### src/rtl/pgseq_pkg.sv
package pgseq_pkg;

    typedef enum logic [2:0] {
        ST_IDLE,
        ST_ACT,
        ST_COL,
        ST_ACK,
        ST_PRE,
        ST_REF,
        ST_CFG
    } seq_state_e;

endpackage

### src/rtl/pgseq_split.sv
module pgseq_split #(
    parameter int ADDR_W = 24,
    parameter int COL_W  = 12,
    localparam int ROW_W = ADDR_W - COL_W,
    localparam int MA_W  = (ROW_W > COL_W) ? ROW_W : COL_W
) (
    input  logic [ADDR_W-1:0] addr_q,
    input  logic              mux_col,
    output logic [MA_W-1:0]   ma
);

    logic [ROW_W-1:0] row;
    logic [COL_W-1:0] col;

    assign row = addr_q[ADDR_W-1:COL_W];
    assign col = addr_q[COL_W-1:0];

    always_comb begin
        if (mux_col) ma = MA_W'(col);
        else         ma = MA_W'(row);
    end

endmodule

### src/rtl/pgseq_pagecmp.sv
module pgseq_pagecmp #(
    parameter int ROW_W  = 12,
    parameter int BANK_W = 1
) (
    input  logic              clk,
    input  logic              rst_n,
    input  logic              load,
    input  logic              clear,
    input  logic [BANK_W-1:0] ld_bank,
    input  logic [ROW_W-1:0]  ld_row,
    input  logic [BANK_W-1:0] cmp_bank,
    input  logic [ROW_W-1:0]  cmp_row,
    output logic              hit
);

    typedef struct packed {
        logic              vld;
        logic [BANK_W-1:0] bank;
        logic [ROW_W-1:0]  row;
    } page_t;

    page_t pg_d, pg_q;

    always_comb begin
        pg_d = pg_q;
        if (clear) begin
            pg_d.vld = 1'b0;
        end else if (load) begin
            pg_d.vld  = 1'b1;
            pg_d.bank = ld_bank;
            pg_d.row  = ld_row;
        end
    end

    always_ff @(posedge clk or negedge rst_n) begin
        if (!rst_n) pg_q <= '0;
        else        pg_q <= pg_d;
    end

    assign hit = pg_q.vld && (pg_q.bank == cmp_bank) && (pg_q.row == cmp_row);

endmodule

### src/rtl/pgseq_fsm.sv
module pgseq_fsm
    import pgseq_pkg::*;
#(
    parameter int              ADDR_W   = 24,
    parameter int              BANK_W   = 1,
    parameter int              PRE_CYC  = 3,
    parameter logic [ADDR_W-1:0] CFG_ADDR = '1,
    localparam int             CNT_W    = (PRE_CYC > 1) ? $clog2(PRE_CYC) : 1
) (
    input  logic              clk,
    input  logic              rst_n,
    input  logic              strobe,
    input  logic              wr,
    input  logic              cs,
    input  logic [BANK_W-1:0] bank,
    input  logic [ADDR_W-1:0] addr,
    input  logic              pg_hit,
    input  logic              rfsh_req,
    output logic [ADDR_W-1:0] addr_q,
    output logic [BANK_W-1:0] bank_q,
    output logic              ras_on,
    output logic              mux_col,
    output logic              cas_n,
    output logic              ack_n,
    output logic              rfsh_gnt,
    output logic              pg_load,
    output logic              pg_clear
);

    typedef struct packed {
        seq_state_e        state;
        logic [CNT_W-1:0]  cnt;
        logic              armed;
        logic              pend;
        logic [ADDR_W-1:0] addr;
        logic [BANK_W-1:0] bank;
        logic              ras_on;
        logic              mux_col;
        logic              cas_n;
        logic              ack_n;
        logic              gnt;
    } fsm_t;

    localparam fsm_t FSM_RST = '{
        state:   ST_IDLE,
        cnt:     '0,
        armed:   1'b0,
        pend:    1'b0,
        addr:    '0,
        bank:    '0,
        ras_on:  1'b0,
        mux_col: 1'b0,
        cas_n:   1'b1,
        ack_n:   1'b1,
        gnt:     1'b0
    };

    fsm_t s_d, s_q;
    logic accept;

    assign accept = strobe && cs;

    always_comb begin
        s_d      = s_q;
        pg_load  = 1'b0;
        pg_clear = 1'b0;
        unique case (s_q.state)
            ST_IDLE: begin
                if (rfsh_req) begin
                    // refresh wins over a request arriving on the same edge
                    s_d.state  = ST_REF;
                    s_d.ras_on = 1'b0;
                    s_d.gnt    = 1'b1;
                    pg_clear   = 1'b1;
                    if (accept && s_q.armed) begin
                        s_d.pend = 1'b1;
                        s_d.addr = addr;
                        s_d.bank = bank;
                    end
                end else if (accept) begin
                    if (!s_q.armed) begin
                        if (wr && (addr == CFG_ADDR)) begin
                            s_d.armed = 1'b1;
                            s_d.ack_n = 1'b0;
                            s_d.state = ST_CFG;
                        end
                    end else begin
                        s_d.addr = addr;
                        s_d.bank = bank;
                        if (s_q.ras_on && pg_hit) begin
                            s_d.mux_col = 1'b1;
                            s_d.cas_n   = 1'b0;
                            s_d.state   = ST_COL;
                        end else if (s_q.ras_on) begin
                            s_d.ras_on = 1'b0;
                            s_d.cnt    = CNT_W'(PRE_CYC - 1);
                            s_d.state  = ST_PRE;
                            pg_clear   = 1'b1;
                        end else begin
                            s_d.ras_on  = 1'b1;
                            s_d.mux_col = 1'b0;
                            s_d.state   = ST_ACT;
                        end
                    end
                end
            end
            ST_ACT: begin
                pg_load     = 1'b1;
                s_d.mux_col = 1'b1;
                s_d.cas_n   = 1'b0;
                s_d.state   = ST_COL;
            end
            ST_COL: begin
                s_d.ack_n = 1'b0;
                s_d.state = ST_ACK;
            end
            ST_ACK: begin
                s_d.ack_n = 1'b1;
                s_d.cas_n = 1'b1;
                s_d.state = ST_IDLE;
            end
            ST_PRE: begin
                if (s_q.cnt == '0) begin
                    s_d.ras_on  = 1'b1;
                    s_d.mux_col = 1'b0;
                    s_d.state   = ST_ACT;
                end else begin
                    s_d.cnt = s_q.cnt - 1'b1;
                end
            end
            ST_REF: begin
                if (accept && s_q.armed && !s_q.pend) begin
                    s_d.pend = 1'b1;
                    s_d.addr = addr;
                    s_d.bank = bank;
                end
                if (!rfsh_req) begin
                    s_d.gnt = 1'b0;
                    if (s_d.pend) begin
                        s_d.pend    = 1'b0;
                        s_d.ras_on  = 1'b1;
                        s_d.mux_col = 1'b0;
                        s_d.state   = ST_ACT;
                    end else begin
                        s_d.state = ST_IDLE;
                    end
                end
            end
            ST_CFG: begin
                s_d.ack_n = 1'b1;
                s_d.state = ST_IDLE;
            end
            default: s_d = FSM_RST;
        endcase
    end

    always_ff @(posedge clk or negedge rst_n) begin
        if (!rst_n) s_q <= FSM_RST;
        else        s_q <= s_d;
    end

    assign addr_q   = s_q.addr;
    assign bank_q   = s_q.bank;
    assign ras_on   = s_q.ras_on;
    assign mux_col  = s_q.mux_col;
    assign cas_n    = s_q.cas_n;
    assign ack_n    = s_q.ack_n;
    assign rfsh_gnt = s_q.gnt;

endmodule

### src/rtl/pgdram_seq.sv
module pgdram_seq #(
    parameter int                ADDR_W   = 24,
    parameter int                COL_W    = 12,
    parameter int                NBANK    = 2,
    parameter int                PRE_CYC  = 3,
    parameter logic [ADDR_W-1:0] CFG_ADDR = '1,
    localparam int               ROW_W    = ADDR_W - COL_W,
    localparam int               MA_W     = (ROW_W > COL_W) ? ROW_W : COL_W,
    localparam int               BANK_W   = (NBANK > 1) ? $clog2(NBANK) : 1
) (
    input  logic              clk,
    input  logic              rst_n,
    input  logic              strobe,
    input  logic              wr,
    input  logic              cs,
    input  logic [BANK_W-1:0] bank,
    input  logic [ADDR_W-1:0] addr,
    input  logic              rfsh_req,
    output logic              rfsh_gnt,
    output logic [MA_W-1:0]   ma,
    output logic [NBANK-1:0]  ras_n,
    output logic              cas_n,
    output logic              ack_n
);

    logic [ADDR_W-1:0] addr_q;
    logic [BANK_W-1:0] bank_q;
    logic              ras_on;
    logic              mux_col;
    logic              pg_hit;
    logic              pg_load;
    logic              pg_clear;

    pgseq_fsm #(
        .ADDR_W   (ADDR_W),
        .BANK_W   (BANK_W),
        .PRE_CYC  (PRE_CYC),
        .CFG_ADDR (CFG_ADDR)
    ) u_fsm (
        .clk      (clk),
        .rst_n    (rst_n),
        .strobe   (strobe),
        .wr       (wr),
        .cs       (cs),
        .bank     (bank),
        .addr     (addr),
        .pg_hit   (pg_hit),
        .rfsh_req (rfsh_req),
        .addr_q   (addr_q),
        .bank_q   (bank_q),
        .ras_on   (ras_on),
        .mux_col  (mux_col),
        .cas_n    (cas_n),
        .ack_n    (ack_n),
        .rfsh_gnt (rfsh_gnt),
        .pg_load  (pg_load),
        .pg_clear (pg_clear)
    );

    pgseq_pagecmp #(
        .ROW_W  (ROW_W),
        .BANK_W (BANK_W)
    ) u_pagecmp (
        .clk      (clk),
        .rst_n    (rst_n),
        .load     (pg_load),
        .clear    (pg_clear),
        .ld_bank  (bank_q),
        .ld_row   (addr_q[ADDR_W-1:COL_W]),
        .cmp_bank (bank),
        .cmp_row  (addr[ADDR_W-1:COL_W]),
        .hit      (pg_hit)
    );

    pgseq_split #(
        .ADDR_W (ADDR_W),
        .COL_W  (COL_W)
    ) u_split (
        .addr_q  (addr_q),
        .mux_col (mux_col),
        .ma      (ma)
    );

    for (genvar gi = 0; gi < NBANK; gi++) begin : g_ras
        assign ras_n[gi] = !(ras_on && (bank_q == BANK_W'(gi)));
    end

endmodule

### config.mk
export PLATFORM = sky130hd
export DESIGN_NAME = pgdram_seq
export DESIGN_NICKNAME = d
export VERILOG_FILES = /design/src/rtl/pgseq_pkg.sv /design/src/rtl/pgseq_split.sv /design/src/rtl/pgseq_pagecmp.sv /design/src/rtl/pgseq_fsm.sv /design/src/rtl/pgdram_seq.sv
export SDC_FILE = /design/constraint.sdc
export NUM_CORES = 1
export LEC_CHECK = 0
export ABC_AREA = 1
export BUFFER_PORTS_ARGS = -buffer_cell sky130_fd_sc_hd__buf_2
export CORE_MARGIN = 4
export CORE_UTILIZATION = 55
export CTS_BUF_LIST = sky130_fd_sc_hd__clkbuf_4 sky130_fd_sc_hd__clkbuf_8
export CTS_CLUSTER_DIAMETER = 30
export DETAILED_ROUTE_END_ITERATION = 6
export GPL_ROUTABILITY_DRIVEN = 0
export PLACE_DENSITY_LB_ADDON = 0.25
export RECOVER_POWER = 50
export SYNTH_ARGS = -nofsm -noshare
export SYNTH_HDL_FRONTEND = slang
export SYNTH_SLANG_ARGS = --single-unit
### constraint.sdc
create_clock -name clk -period 5.2 [get_ports clk]
set_clock_uncertainty 0.2 [all_clocks]
set_input_delay 0.78 -clock clk [delete_from_list [all_inputs] [get_ports clk]]
set_output_delay 0.78 -clock clk [all_outputs]
set_load 0.03 [all_outputs]
# After elaboration in Yosys (flattened, before gate mapping)
# Index checks and enable logic that the tools add are counted.
[totals] register_bits=51 in_bits=31
[classes] bitwise_logic=9 n_reduce_logical=33 n_mux=56 eq_ne=30 addsub=1
[op_table] operator="26-bit two-way mux" count=4
[op_table] operator="26-bit case mux with 3 select lines" count=1
[op_table] operator="29-bit two-way mux" count=1
[op_table] operator="28-bit two-way mux" count=1
[op_table] operator="3-bit two-way mux" count=9
[op_table] operator="24-bit equality test (second input constant)" count=1
[op_table] operator="1-bit two-way mux" count=22
[op_table] operator="2-bit by 1-bit inequality test with 1-bit output (second input constant)" count=8
[op_table] operator="3-bit case mux with 5 select lines" count=1
[op_table] operator="5-bit AND reduction" count=3
[op_table] operator="14-bit two-way mux" count=1
[op_table] operator="2-bit two-way mux" count=7
[op_table] operator="2-bit inequality test (second input constant)" count=7
[op_table] operator="7-bit AND reduction" count=2
[op_table] operator="12-bit equality test" count=1
[op_table] operator="12-bit two-way mux" count=1
[op_table] operator="5-bit OR reduction" count=2
[op_table] operator="3-bit equality test (second input constant)" count=3
[op_table] operator="1-bit logical AND" count=9
[op_table] operator="3-bit by 2-bit inequality test with 1-bit output (second input constant)" count=3
[op_table] operator="1-bit NOT" count=9
[op_table] operator="1-bit case mux with 3 select lines" count=3
[op_table] operator="3-bit AND reduction" count=3
[op_table] operator="8-bit AND reduction" count=1
[op_table] operator="20 further kinds" count=26

# Longest topological paths before layout
# Gate-level depths: netlist of run 1.
[logic_depth] word_depth=11 depth_mapped=12

# Hierarchy
# From an unflattened synthesis of run 1, not the netlist that was laid out.
[hier_totals] hier_cells=489 hier_area_um2=3550.9
[modules_own_cells] module="pgseq_fsm" area_each_um2=2521.2 cells_each=329 n_inst=1 seq_area_each_um2=928.4
[modules_own_cells] module="pgseq_pagecmp" area_each_um2=860.8 cells_each=118 n_inst=1 seq_area_each_um2=350.3
[modules_own_cells] module="pgseq_split" area_each_um2=157.7 cells_each=39 n_inst=1 seq_area_each_um2=0.0
[modules_own_cells] module="pgdram_seq" area_each_um2=11.3 cells_each=3 n_inst=1 seq_area_each_um2=0.0

# Worst setup path before layout of run 1
# Ideal clock, no wire load.
[synth_timing] kind="flip-flop to output port" start="register u_fsm.s_q, in the netlist u_fsm.mux_col" end="output port ma[0]" required_time_ns=4.220 path_buffers=1 stages_incl_launch_ff=3 arrival_ns=1.292 slack_ns=2.928 cell_sequence="dfrtp_1 -> clkbuf_1 -> o21ai_0"
[synth_between] elab_chain_len=1
[synth_rtl] item="start, declared" line_no="pgseq_fsm.sv:58" source="fsm_t s_d, s_q;"
[synth_rtl] item="start signal, assigned" line_no="pgseq_fsm.sv:158" source="if (!rst_n) s_q <= FSM_RST;"
[synth_rtl] item="start signal, assigned" line_no="pgseq_fsm.sv:159" source="else s_q <= s_d;"
[synth_rtl] item="12-bit two-way mux" line_no="pgseq_split.sv:19" source="if (mux_col) ma = MA_W'(col);"
[synth_rtl] item="end, declared" line_no="pgdram_seq.sv:20" source="output logic [MA_W-1:0] ma,"
# Every way passes these cells.

==> results of run 1 <==
==> routing by layer <==
layer  track usage (%)  up-vias  wire length [µm]
met1              32.9     1225              3090
met5                 0        -                 0
met3              5.87       20               600
met4              7.77        0               144
met2              37.1      116              3050
li1                  -     1362                 -
==> sequential cells by signal, indices dropped and copies added, names as in the netlist <==
register,count
u_fsm.ack_n,1
u_pagecmp.pg_q,14
u_fsm.mux_col,1
u_fsm.s_q,7
u_fsm.bank_q,1
u_fsm.cas_n,1
u_fsm.addr_q,24
u_fsm.rfsh_gnt,1
u_fsm.ras_on,1
==> final cells by class <==
type,instances,area (µm²)
fillers,444,1640
flip-flops and latches,51,1280
multi-input cells,271,1220
repair buffers,49,246
clock inverters,3,43.8
inverters,71,267
well taps,67,83.8
clock buffers,5,68.8
==> synth_stat cells (all sizes together) <==
cell type / count / area (µm²)
o21ai: 59 / 299
o211ai: 2 / 15.0
o31ai: 1 / 7.51
and2: 1 / 6.26
nand3: 34 / 170
buf: 8 / 47.5
dfrtp: 49 / 1230
dfstp: 2 / 52.6
nand2: 126 / 475
nor3: 7 / 35.0
nand3b: 1 / 7.51
inv: 71 / 267
clkbuf: 4 / 15.0
a211oi: 1 / 20.0
or2: 2 / 12.5
ha: 1 / 12.5
nand4: 4 / 25.0
a21oi: 7 / 35.0
nor2: 25 / 106
==> path summary, 6_finish.rpt <==
kind,from,depth (start not counted),to
worst max register to register,u_fsm.s_q[35],9,u_fsm.addr_q[18]
worst min-delay path,u_fsm.cas_n,2,u_fsm.cas_n
worst min register to register,u_fsm.cas_n,2,u_fsm.cas_n
min in group asynchronous,rst_n,2,u_fsm.addr_q[22]
worst max-delay path,rst_n,2,u_fsm.s_q[36]
max in group clk,u_fsm.s_q[35],9,u_fsm.addr_q[18]
==> logic make-up (layout without fill, tap and decap cells) <==
logic type,after synthesis,after routing
and+or+nand+nor,200,200
DFF,51,51
adders and majority gates,1,1
AOI/OAI and AO/OA,70,70
buffers and inverters,83,128
==> power breakdown <==
part           total [mW]  switching [mW]  internal, mW
logic               0.902           0.634         0.267
clock network       0.280           0.137         0.143
registers           0.636          0.0964         0.540
total                1.82           0.868         0.950
==> worst register-to-register path, delay by kind of cell (launching register included) <==
family                 cells  cell delay (ps)
DFF                        1              420
buffers and inverters      3              610
AOI/OAI and AO/OA          3              350
and+or+nand+nor            3             1170
==> stage by stage <==
step	cell area (µm²)	utilization [%]	power (mW)	cells	hold slack (ps)
finish	3210	66.3	1.82	517	268
global route	3210	66.3	1.98	517	316
CTS	3220	66.4	1.82	517	268
detailed placement	3110	64.1	1.53	509	253
global placement	3110	64.1	1.51	509	250
floorplan	2840	-	1.34	405	242
==> cell usage in the layout, fill, tap and decap left out <==
cell and instances:
buf_2 47, dfstp_2 2, nand2_2 1, nand4_1 4
clkinv_4 1, clkinv_2 1, o31ai_1 1, o21ai_1 18
o21ai_0 40, inv_2 3, and2_1 1, nor2_4 1
nor2_2 1, nor3_1 7, ha_1 1, nor2_1 23
or2_2 2, nand3_1 34, nand2_1 125, bufinv_16 1
dfrtp_1 49, inv_1 68, buf_4 1, a211oi_4 1
clkbuf_8 5, nand3b_1 1, o211ai_1 2, clkbuf_1 1
a21oi_1 7, o21ai_2 1
==> summary.txt, run 1 <==
Critical path
  • Startpoint Class: input pin
  • Largest delay contributor family on the critical path: buffers and inverters
  • CP endpoint kind: async pin
  • WP buf/inv: 2
  • Reg2reg setup slack: between 2000 and 2500 ps
  • Kind of critical path: in2async
  • Crit-path max cell delay: between 1500 and 2000 ps
  • Worst EP required: 4850 ps
  • Max stage delay cell, worst path: clkbuf_1
  • CP max FO: 51
  • Crit path cell chain: buf_2 > clkbuf_1
  • Critical Path AT: approximately 2800 ps

Place
  • IO buf count: 47
  • Placed wire-length estimate: about 5000 µm
  • Place WS: ~2600 ps

Cells and area
  • Diodes inserted: 0
  • Area grow syn2layout: 13.3%
  • Final Net Count: roughly 480
  • Fraction of layout cells with a size suffix above 1: around 15%

CTS
  • TritonCTS Buffers: 5
  • Clock tree buffer depth: 2
  • H-tree depth: 2
  • PostCTS Resize Cnt: 0
  • Hold-fix buffers, CTS: 0
  • Skew-Pair Late Insertion Delay: between 300 and 400 ps
  • Clock sink count: approximately 50
  • CTS tree: yes
  • Clock Tree Root: clkbuf_8
  • Clock-pin slew on the worst setup and hold paths: ~90 ps
  • Setup bufs post-CTS: 0

Route
  • Pre-Repair DR Iteration Count: 5
  • Total number of vias: ~2700
  • DR iter-0 viols: around 250
  • Antenna Nets Post-Route: 0
  • Drt drc: 0
  • DRT Wirelength: between 6000 and 7000 µm
  • Wirelength per Cell: 13.3 µm
  • Vias per cell: between 5 and 6

Logic synthesis
  • Post-Synth XOR/XNOR Area: 0%
  • Complex-gate fraction of the synthesized area: between 10% and 20%
  • Proportion of synthesized area in mux cells: 0%
  • Yosys reg bits: 51
  • Yosys warns: 0
  • Simple-gate share of the synthesized area: a little under 30%
  • Largest family of logic cells by synthesized area: simple AND/OR/NAND/NOR gates
  • Sequential area share after synthesis: 45.1%
  • Post-Syn Instances: between 400 and 500
  • Avg Synthesized Cell Area: between 7 and 8 µm²
  • Synth cell types: 26
  • Synth Net Count: 437
  • Post-synthesis adder-cell area fraction: 0.441%
  • Synthesized area: around 2800 µm²

STA
  • RSZ-0062 raised after global routing: false
  • Pins over their slew limit: 52
  • Final hold violations: 0
  • Final period util: ~60%
  • Slew margin rel.: -79.5%
  • Worst Tran Pin Value: about 2700 ps
  • Endpoints failing setup: 0
  • Post-route setup TNS: 0 ps
  • Minimum clock period after layout: about 3100 ps
  • Final WS setup: a little over 2000 ps
  • Fmax: between 300 and 400 MHz

GRT
  • Vias in the first global route: 2463
  • GR Overflow Total: 0
  • Global-route wire length before repair: 11700 µm
  • GRT Total Usage: a little under a quarter
  • Initial antenna violation count: 0
  • Pin count of the biggest net entering global routing: 52

Floorplanning
  • Total core area: 4850 µm²
  • Initial cell density of the core: roughly three fifths
  • Top Ports: 48
  • Die area: between 6000 and 7000 µm²
  • Die X: between 70 and 80 µm
  • Die Ht: around 80 µm
  • Row count: 25

Outcome
  • Outcome: finished with violations
  • Failing checks: capacitance limit, slew limit

Power
  • Peak VDD IR: 0.433 mV
  • Pleak: ~1.7 nW
  • Pwr dens: 566 nW/µm²

Flow run
  • Max-cap violation count: 1

Worst hold path
  • Hold crit path type: reg2reg
(Power assumes the default switching activity.)
==> run 2, diff against run 1 <==
- clock period: 5.2 -> 3 ns (I/O delays scaled with it)
==> run 2 against run 1 <==
The run now ends clean. Highest routed layer unchanged. Global-route usage decreased by 0.45 points. Register-to-register slack got worse by 1500 ps. Worst hold slack got worse by 81 ps. Combinational power increased by 72%.
==> summary.txt, run 2 (same netlist as run 1, synthesis figures left out) <==
Critical path
  • Worst path depth: 3 (was 2)
  • WP buf/inv: 1 (was 2)
  • Critical Path AT: 1590 ps (was 2780 ps)
  • Path depth of the worst reg2reg path: 8 (was 9)
  • Startpoint Class: flip-flop (was input pin)
  • Largest delay contributor family on the critical path: flip-flops (was buffers and inverters)
  • Max stage delay cell, worst path: dfrtp_1 (was clkbuf_1)
  • CP endpoint kind: primary output (was async pin)
  • Kind of critical path: reg2out (was in2async)
  • CP max FO: 25 (was 51)
  • Crit path cell chain: nand2_1 > o21ai_0 > buf_2 (was buf_2 > clkbuf_1)
  • Crit-path max cell delay: 770 ps (was 1900 ps)
  • Worst EP required: 2350 ps (was 4850 ps)

STA
  • Endpoints failing setup: 0 (unchanged)
  • Pins over their slew limit: 0 (was 52)
  • Fmax: between 400 and 500 MHz
  • RSZ-0062 raised after global routing: false (unchanged)
  • Minimum clock period after layout: approximately 2200 ps
  • Final period util: between 70% and 80%
  • Post-route setup TNS: 0 ps (unchanged)
  • Final hold violations: 0 (unchanged)
  • Slew margin rel.: 3.76% (was -79.5%)
  • Worst Tran Pin Value: 1440 ps (was 2690 ps)

Route
  • Antenna Nets Post-Route: 0 (unchanged)
  • Drt drc: 0 (unchanged)
  • Wirelength per Cell: 13.1 µm (was 13.3 µm)
  • Total number of vias: 2673 (was 2723)
  • DRT Wirelength: 6830 µm (was 6880 µm)
  • Pre-Repair DR Iteration Count: 5 (unchanged)
  • DR iter-0 viols: 188 (was 251)
  • Vias per cell: 5.13 (was 5.27)

Cells and area
  • Final cell count without fillers: 521 (was 517)
  • Most frequent cells in the layout: nand2_1 (125), inv_1 (68), dfrtp_1 (49) (unchanged)
  • Diodes inserted: 0 (unchanged)
  • Fillers: 437 (was 444)
  • Area grow syn2layout: 14.4% (was 13.3%)
  • Commonest non-fill, non-tap cell in the layout: nand2_1 (unchanged)
  • Final Net Count: 485 (was 481)
  • Fraction of layout cells with a size suffix above 1: 15.2% (was 15.1%)
  • Non-Filler Cell Area, Final: 3240 µm² (was 3210 µm²)
  • Max reg flops: 24 (unchanged)

CTS
  • TritonCTS Buffers: 5 (unchanged)
  • Clock sink count: 51 (unchanged)
  • Setup bufs post-CTS: 0 (unchanged)
  • Hold-fix buffers, CTS: 1 (was 0)
  • H-tree depth: 2 (unchanged)
  • Clock Tree Root: clkbuf_8 (unchanged)
  • Clock tree buffer depth: 2 (unchanged)
  • PostCTS Resize Cnt: 0 (unchanged)
  • Clock-pin slew on the worst setup and hold paths: 100 ps (was 90 ps)
  • Skew-Pair Late Insertion Delay: 310 ps (about the same)
  • CTS tree: yes (unchanged)

Floorplanning
  • Die X: 79.8 µm (unchanged)
  • Total core area: 4850 µm² (unchanged)
  • Row count: 25 (unchanged)
  • Top Ports: 48 (unchanged)
  • Die Ht: 79.8 µm (unchanged)
  • Die area: 6370 µm² (unchanged)
  • Initial cell density of the core: 58.5% (unchanged)

Power
  • Power Total: 3.14 mW (was 1.82 mW)
  • Peak VDD IR: 0.620 mV (was 0.433 mV)
  • Pwr dens: 969 nW/µm² (was 566 nW/µm²)
  • Pleak: 1.69 nW (was 1.67 nW)

GRT
  • Vias in the first global route: 2453 (was 2463)
  • GRT Total Usage: 23.4% (was 23.9%)
  • Met2 usage in global routing: 35.2% (was 37.1%)
  • Met3 GRT Util: 4.85% (was 5.87%)
  • Pin count of the biggest net entering global routing: 51 (was 52)
  • Global-route wire length before repair: 11500 µm (was 11700 µm)
  • Gr busiest metal: met2 (unchanged)
  • GR Overflow Total: 0 (unchanged)
  • Initial antenna violation count: 0 (unchanged)
  • Met1 Resource Use GR: 33.6% (was 32.9%)

Place
  • Placed wire-length estimate: 5130 µm (was 5050 µm)
  • # placed instances: 512 (was 509)
  • IO buf count: 47 (unchanged)
  • DP Area: 3130 µm² (was 3110 µm²)

Worst hold path
  • Hold path depth: 3 (was 2)
  • Hold crit path type: in2reg (was reg2reg)

Flow run
  • Max-cap violation count: 0 (was 1)

Outcome
  • Outcome: finished clean (was finished with violations)
## run 2: changes by cell type in the layout (fill, tap and decap cells not counted), sizes merged
cell / delta
dlygate4sd3: +1
buf: +1
clkbuf: +2
## run 2: through the flow
stage               utilization [%]  worst slack (ps)  hold slack (ps)
global route                   66.9               484              190
floorplan                         -              1060            -45.6
global placement               64.5               860              251
detailed placement             64.5               809              256
finish                         66.9               756              187
CTS                            67.1               770              181
## run 2: area by class of cell
| class | count | area (µm²) | area share [%] |
|---|---|---|---|
| inverters | 71 | 267 | 8.22 |
| clock inverters | 3 | 43.8 | 1.35 |
| well taps | 67 | 83.8 | 2.58 |
| flip-flops and latches | 51 | 1280 | 39.4 |
| clock buffers | 5 | 68.8 | 2.12 |
| repair buffers | 53 | 277 | 8.53 |
| multi-input cells | 271 | 1220 | 37.8 |
## run 2: tightest hold or removal path: stages
cell     delay, ps
buf_2           90
nand3_1         60
o21ai_0         70
## run 2: final timing paths
kind | start | end | slack (ps)
max | u_fsm.mux_col | ma[9] | 760
min | addr[0] | u_fsm.addr_q[0] | 190
max reg2reg | u_fsm.s_q[34] | u_fsm.addr_q[19] | 810
min reg2reg | u_fsm.cas_n | u_fsm.cas_n | 270
max in group asynchronous | rst_n | u_fsm.cas_n | 780
min in group asynchronous | rst_n | u_fsm.addr_q[11] | 810
## run 2: layer usage
metal	up-vias	share of wire [%]
li1	1360	-
met1	1212	47
met2	90	45
met3	11	6.6
met4	0	1.7
met5	-	0
## run 2: power breakdown
| part | switching (mW) | internal (mW) |
|---|---|---|
| logic | 1.08 | 0.475 |
| registers | 0.174 | 0.935 |
| clock network | 0.231 | 0.249 |
==> run 3, diff against run 2 <==
- clock period: 3 -> 2.1 ns (I/O delays scaled with it)
==> run 3 against run 2 <==
Wire length is 1.7% lower. Clock power is 28% higher. Register-to-register slack worse by 640 ps. First-iteration DRC count is 24% higher. Sequential cell count stayed put. Worst hold slack worse by 130 ps. Highest routed layer unchanged.
==> summary.txt, run 3 (same netlist as run 1, synthesis figures left out) <==
Cells and area
  • Most frequent cells in the layout: nand2_1 (125), inv_1 (67), dfrtp_1 (49) (was nand2_1 (125), inv_1 (68), dfrtp_1 (49))
  • Max reg flops: 24 (unchanged)
  • Final core occ: 67.2% (was 66.9%)
  • Fraction of layout cells with a size suffix above 1: 15.6% (was 15.2%)
  • Diodes inserted: 0 (unchanged)
  • Final Net Count: 486 (was 485)
  • Area grow syn2layout: 14.9% (was 14.4%)
  • Commonest non-fill, non-tap cell in the layout: nand2_1 (unchanged)

Critical path
  • Worst EP required: 2140 ps (was 2350 ps)
  • Crit-path max cell delay: 460 ps (was 770 ps)
  • Reg2reg setup slack: 170 ps (was 810 ps)
  • Kind of critical path: reg2reg (was reg2out)
  • Crit path cell chain: nand2_1 > nor2_1 > inv_2 > o21ai_2 > a211oi_4 > buf_12 > nand3_1 > o21ai_1 (was nand2_1 > o21ai_0 > buf_2)
  • CP max FO: 50 (was 25)
  • Worst reg2reg startpoint: u_fsm.s_q[34] (unchanged)
  • Critical Path AT: 1970 ps (was 1590 ps)
  • CP endpoint kind: flip-flop (was primary output)
  • Path depth of the worst reg2reg path: 8 (unchanged)
  • Max stage delay cell, worst path: dfrtp_1 (unchanged)
  • RR Endpoint: u_fsm.addr_q[21] (was u_fsm.addr_q[19])
  • Startpoint Class: flip-flop (unchanged)

STA
  • Worst Tran Pin Value: 779 ps (was 1440 ps)
  • Final hold violations: 0 (unchanged)
  • Slew margin rel.: 48.1% (was 3.76%)
  • Post-route setup TNS: 0 ps (unchanged)
  • RSZ-0062 raised after global routing: false (unchanged)
  • Pins over their slew limit: 0 (unchanged)
  • Fmax: between 500 and 600 MHz
  • Final period util: 91.9%
  • Minimum clock period after layout: roughly 1900 ps
  • Endpoints failing setup: 0 (unchanged)

Floorplanning
  • Die X: 79.8 µm (unchanged)
  • Die Ht: 79.8 µm (unchanged)
  • Total core area: 4850 µm² (unchanged)
  • Row count: 25 (unchanged)
  • Die area: 6370 µm² (unchanged)
  • Top Ports: 48 (unchanged)
  • Initial cell density of the core: 58.5% (unchanged)

Power
  • Peak VDD IR: 0.966 mV (was 0.620 mV)
  • Pleak: 1.69 nW (about the same)
  • P_sw: 2.15 mW (was 1.48 mW)
  • Pwr dens: 1390 nW/µm² (was 969 nW/µm²)
  • Int Power: 2.38 mW (was 1.66 mW)
  • Comb power frac: 52.1% (was 49.4%)
  • Clk pwr share: 13.5% (was 15.3%)
  • Register share of total power: 34.3% (was 35.3%)
  • Net Sw Frac: 47.4% (was 47.2%)

Route
  • DR iter-0 viols: 234 (was 188)
  • Pre-Repair DR Iteration Count: 5 (unchanged)
  • Wirelength per Cell: 12.9 µm (was 13.1 µm)
  • DRT Wirelength: 6710 µm (was 6830 µm)
  • Total number of vias: 2661 (was 2673)
  • Antenna Nets Post-Route: 0 (unchanged)
  • Vias per cell: 5.10 (was 5.13)
  • Drt drc: 0 (unchanged)

GRT
  • Initial antenna violation count: 0 (unchanged)
  • Vias in the first global route: 2532 (was 2453)
  • GR Overflow Total: 0 (unchanged)
  • Global-route wire length before repair: 11500 µm (unchanged)
  • GRT Total Usage: 23.4% (about the same)
  • Pin count of the biggest net entering global routing: 51 (unchanged)

Flow run
  • Max-cap violation count: 0 (unchanged)

CTS
  • Clock tree buffer depth: 2 (unchanged)
  • Clock-pin slew on the worst setup and hold paths: 90 ps (was 100 ps)
  • H-tree depth: 2 (unchanged)
  • Skew-Pair Late Insertion Delay: 310 ps (about the same)
  • TritonCTS Buffers: 5 (unchanged)
  • Clock Tree Root: clkbuf_8 (unchanged)
  • CTS tree: yes (unchanged)
  • Clock sink count: 51 (unchanged)

Place
  • Placed wire-length estimate: 5130 µm (unchanged)
  • IO buf count: 47 (unchanged)

Worst hold path
  • Critical hold path startpoint: addr[8] (was addr[0])
  • Hold path depth: 3 (unchanged)
  • Hold Path End: u_fsm.addr_q[8] (was u_fsm.addr_q[0])
  • Hold crit path type: in2reg (unchanged)

Outcome
  • Outcome: finished clean (unchanged)
[run 3: final cells by class]
cell class,count,area (µm²)
well taps,67,83.8
multi-input cells,271,1220
clock inverters,1,8.76
clock buffers,7,90.1
repair buffers,54,304
flip-flops and latches,51,1280
inverters,71,267
fillers,425,1590
[run 3: metal layers]
metal	vias to the layer above	GRT usage, %	share of wire [%]
met5	-	0	0
met4	0	6.76	1.3
met2	114	37.1	45
li1	1367	-	-
met3	9	4.97	7.9
met1	1171	32.6	46
[run 3: per-stage QoR]
step / power, mW / cell area, µm² / cells / setup slack, ps / hold slack (ps)
after floorplan: 3.31 / 2840 / 405 / 293 / -181
after global placement: 3.87 / 3160 / 513 / 210 / 92.4
after detailed placement: 3.92 / 3160 / 513 / 183 / 96.1
after CTS: 4.53 / 3270 / 522 / 205 / 55.0
after global routing: 4.92 / 3260 / 522 / 6.94 / 49.9
final: 4.52 / 3260 / 522 / 170 / 52.8
[run 3: what timing repair did]
action                                 4_1_cts  5_1_grt
resized for setup                            0        0
setup buffers                                0        0
endpoints found under the hold margin       19        0
setup endpoints to repair                    0        0
hold buffers                                 1        0
[run 3: how the worst max path moves through the flow]
stage,startpoint,to,slack [ps]
after floorplan,u_fsm.mux_col,ma[0],290
after global placement,addr[16],u_fsm.s_q[35],210
after detailed placement,strobe,u_fsm.s_q[33],180
after CTS,u_fsm.s_q[34],u_fsm.addr_q[21],200
after global routing,u_fsm.s_q[34],u_fsm.addr_q[0],7
final,u_fsm.s_q[34],u_fsm.addr_q[21],170
[run 3: power by group through the flow]
| stage | clock [mW] | sequential [mW] | combinational (mW) |
|---|---|---|---|
| 5_1_grt | 0.655 | 1.59 | 2.67 |
| 2_1_floorplan | 0 | 1.55 | 1.75 |
| 3_5_place_dp | 0 | 1.57 | 2.35 |
| 3_3_place_gp | 0 | 1.55 | 2.32 |
| 6_report | 0.612 | 1.55 | 2.36 |
| 4_1_cts | 0.618 | 1.55 | 2.37 |
[run 3: worst max-delay path, delay by kind of cell (launching register included)]
family / cells / cell delay (ps)
flip-flops: 1 / 460
buffers and inverters: 2 / 420
AO/OA/AOI/OAI: 3 / 420
AND/OR/NAND/NOR: 3 / 360
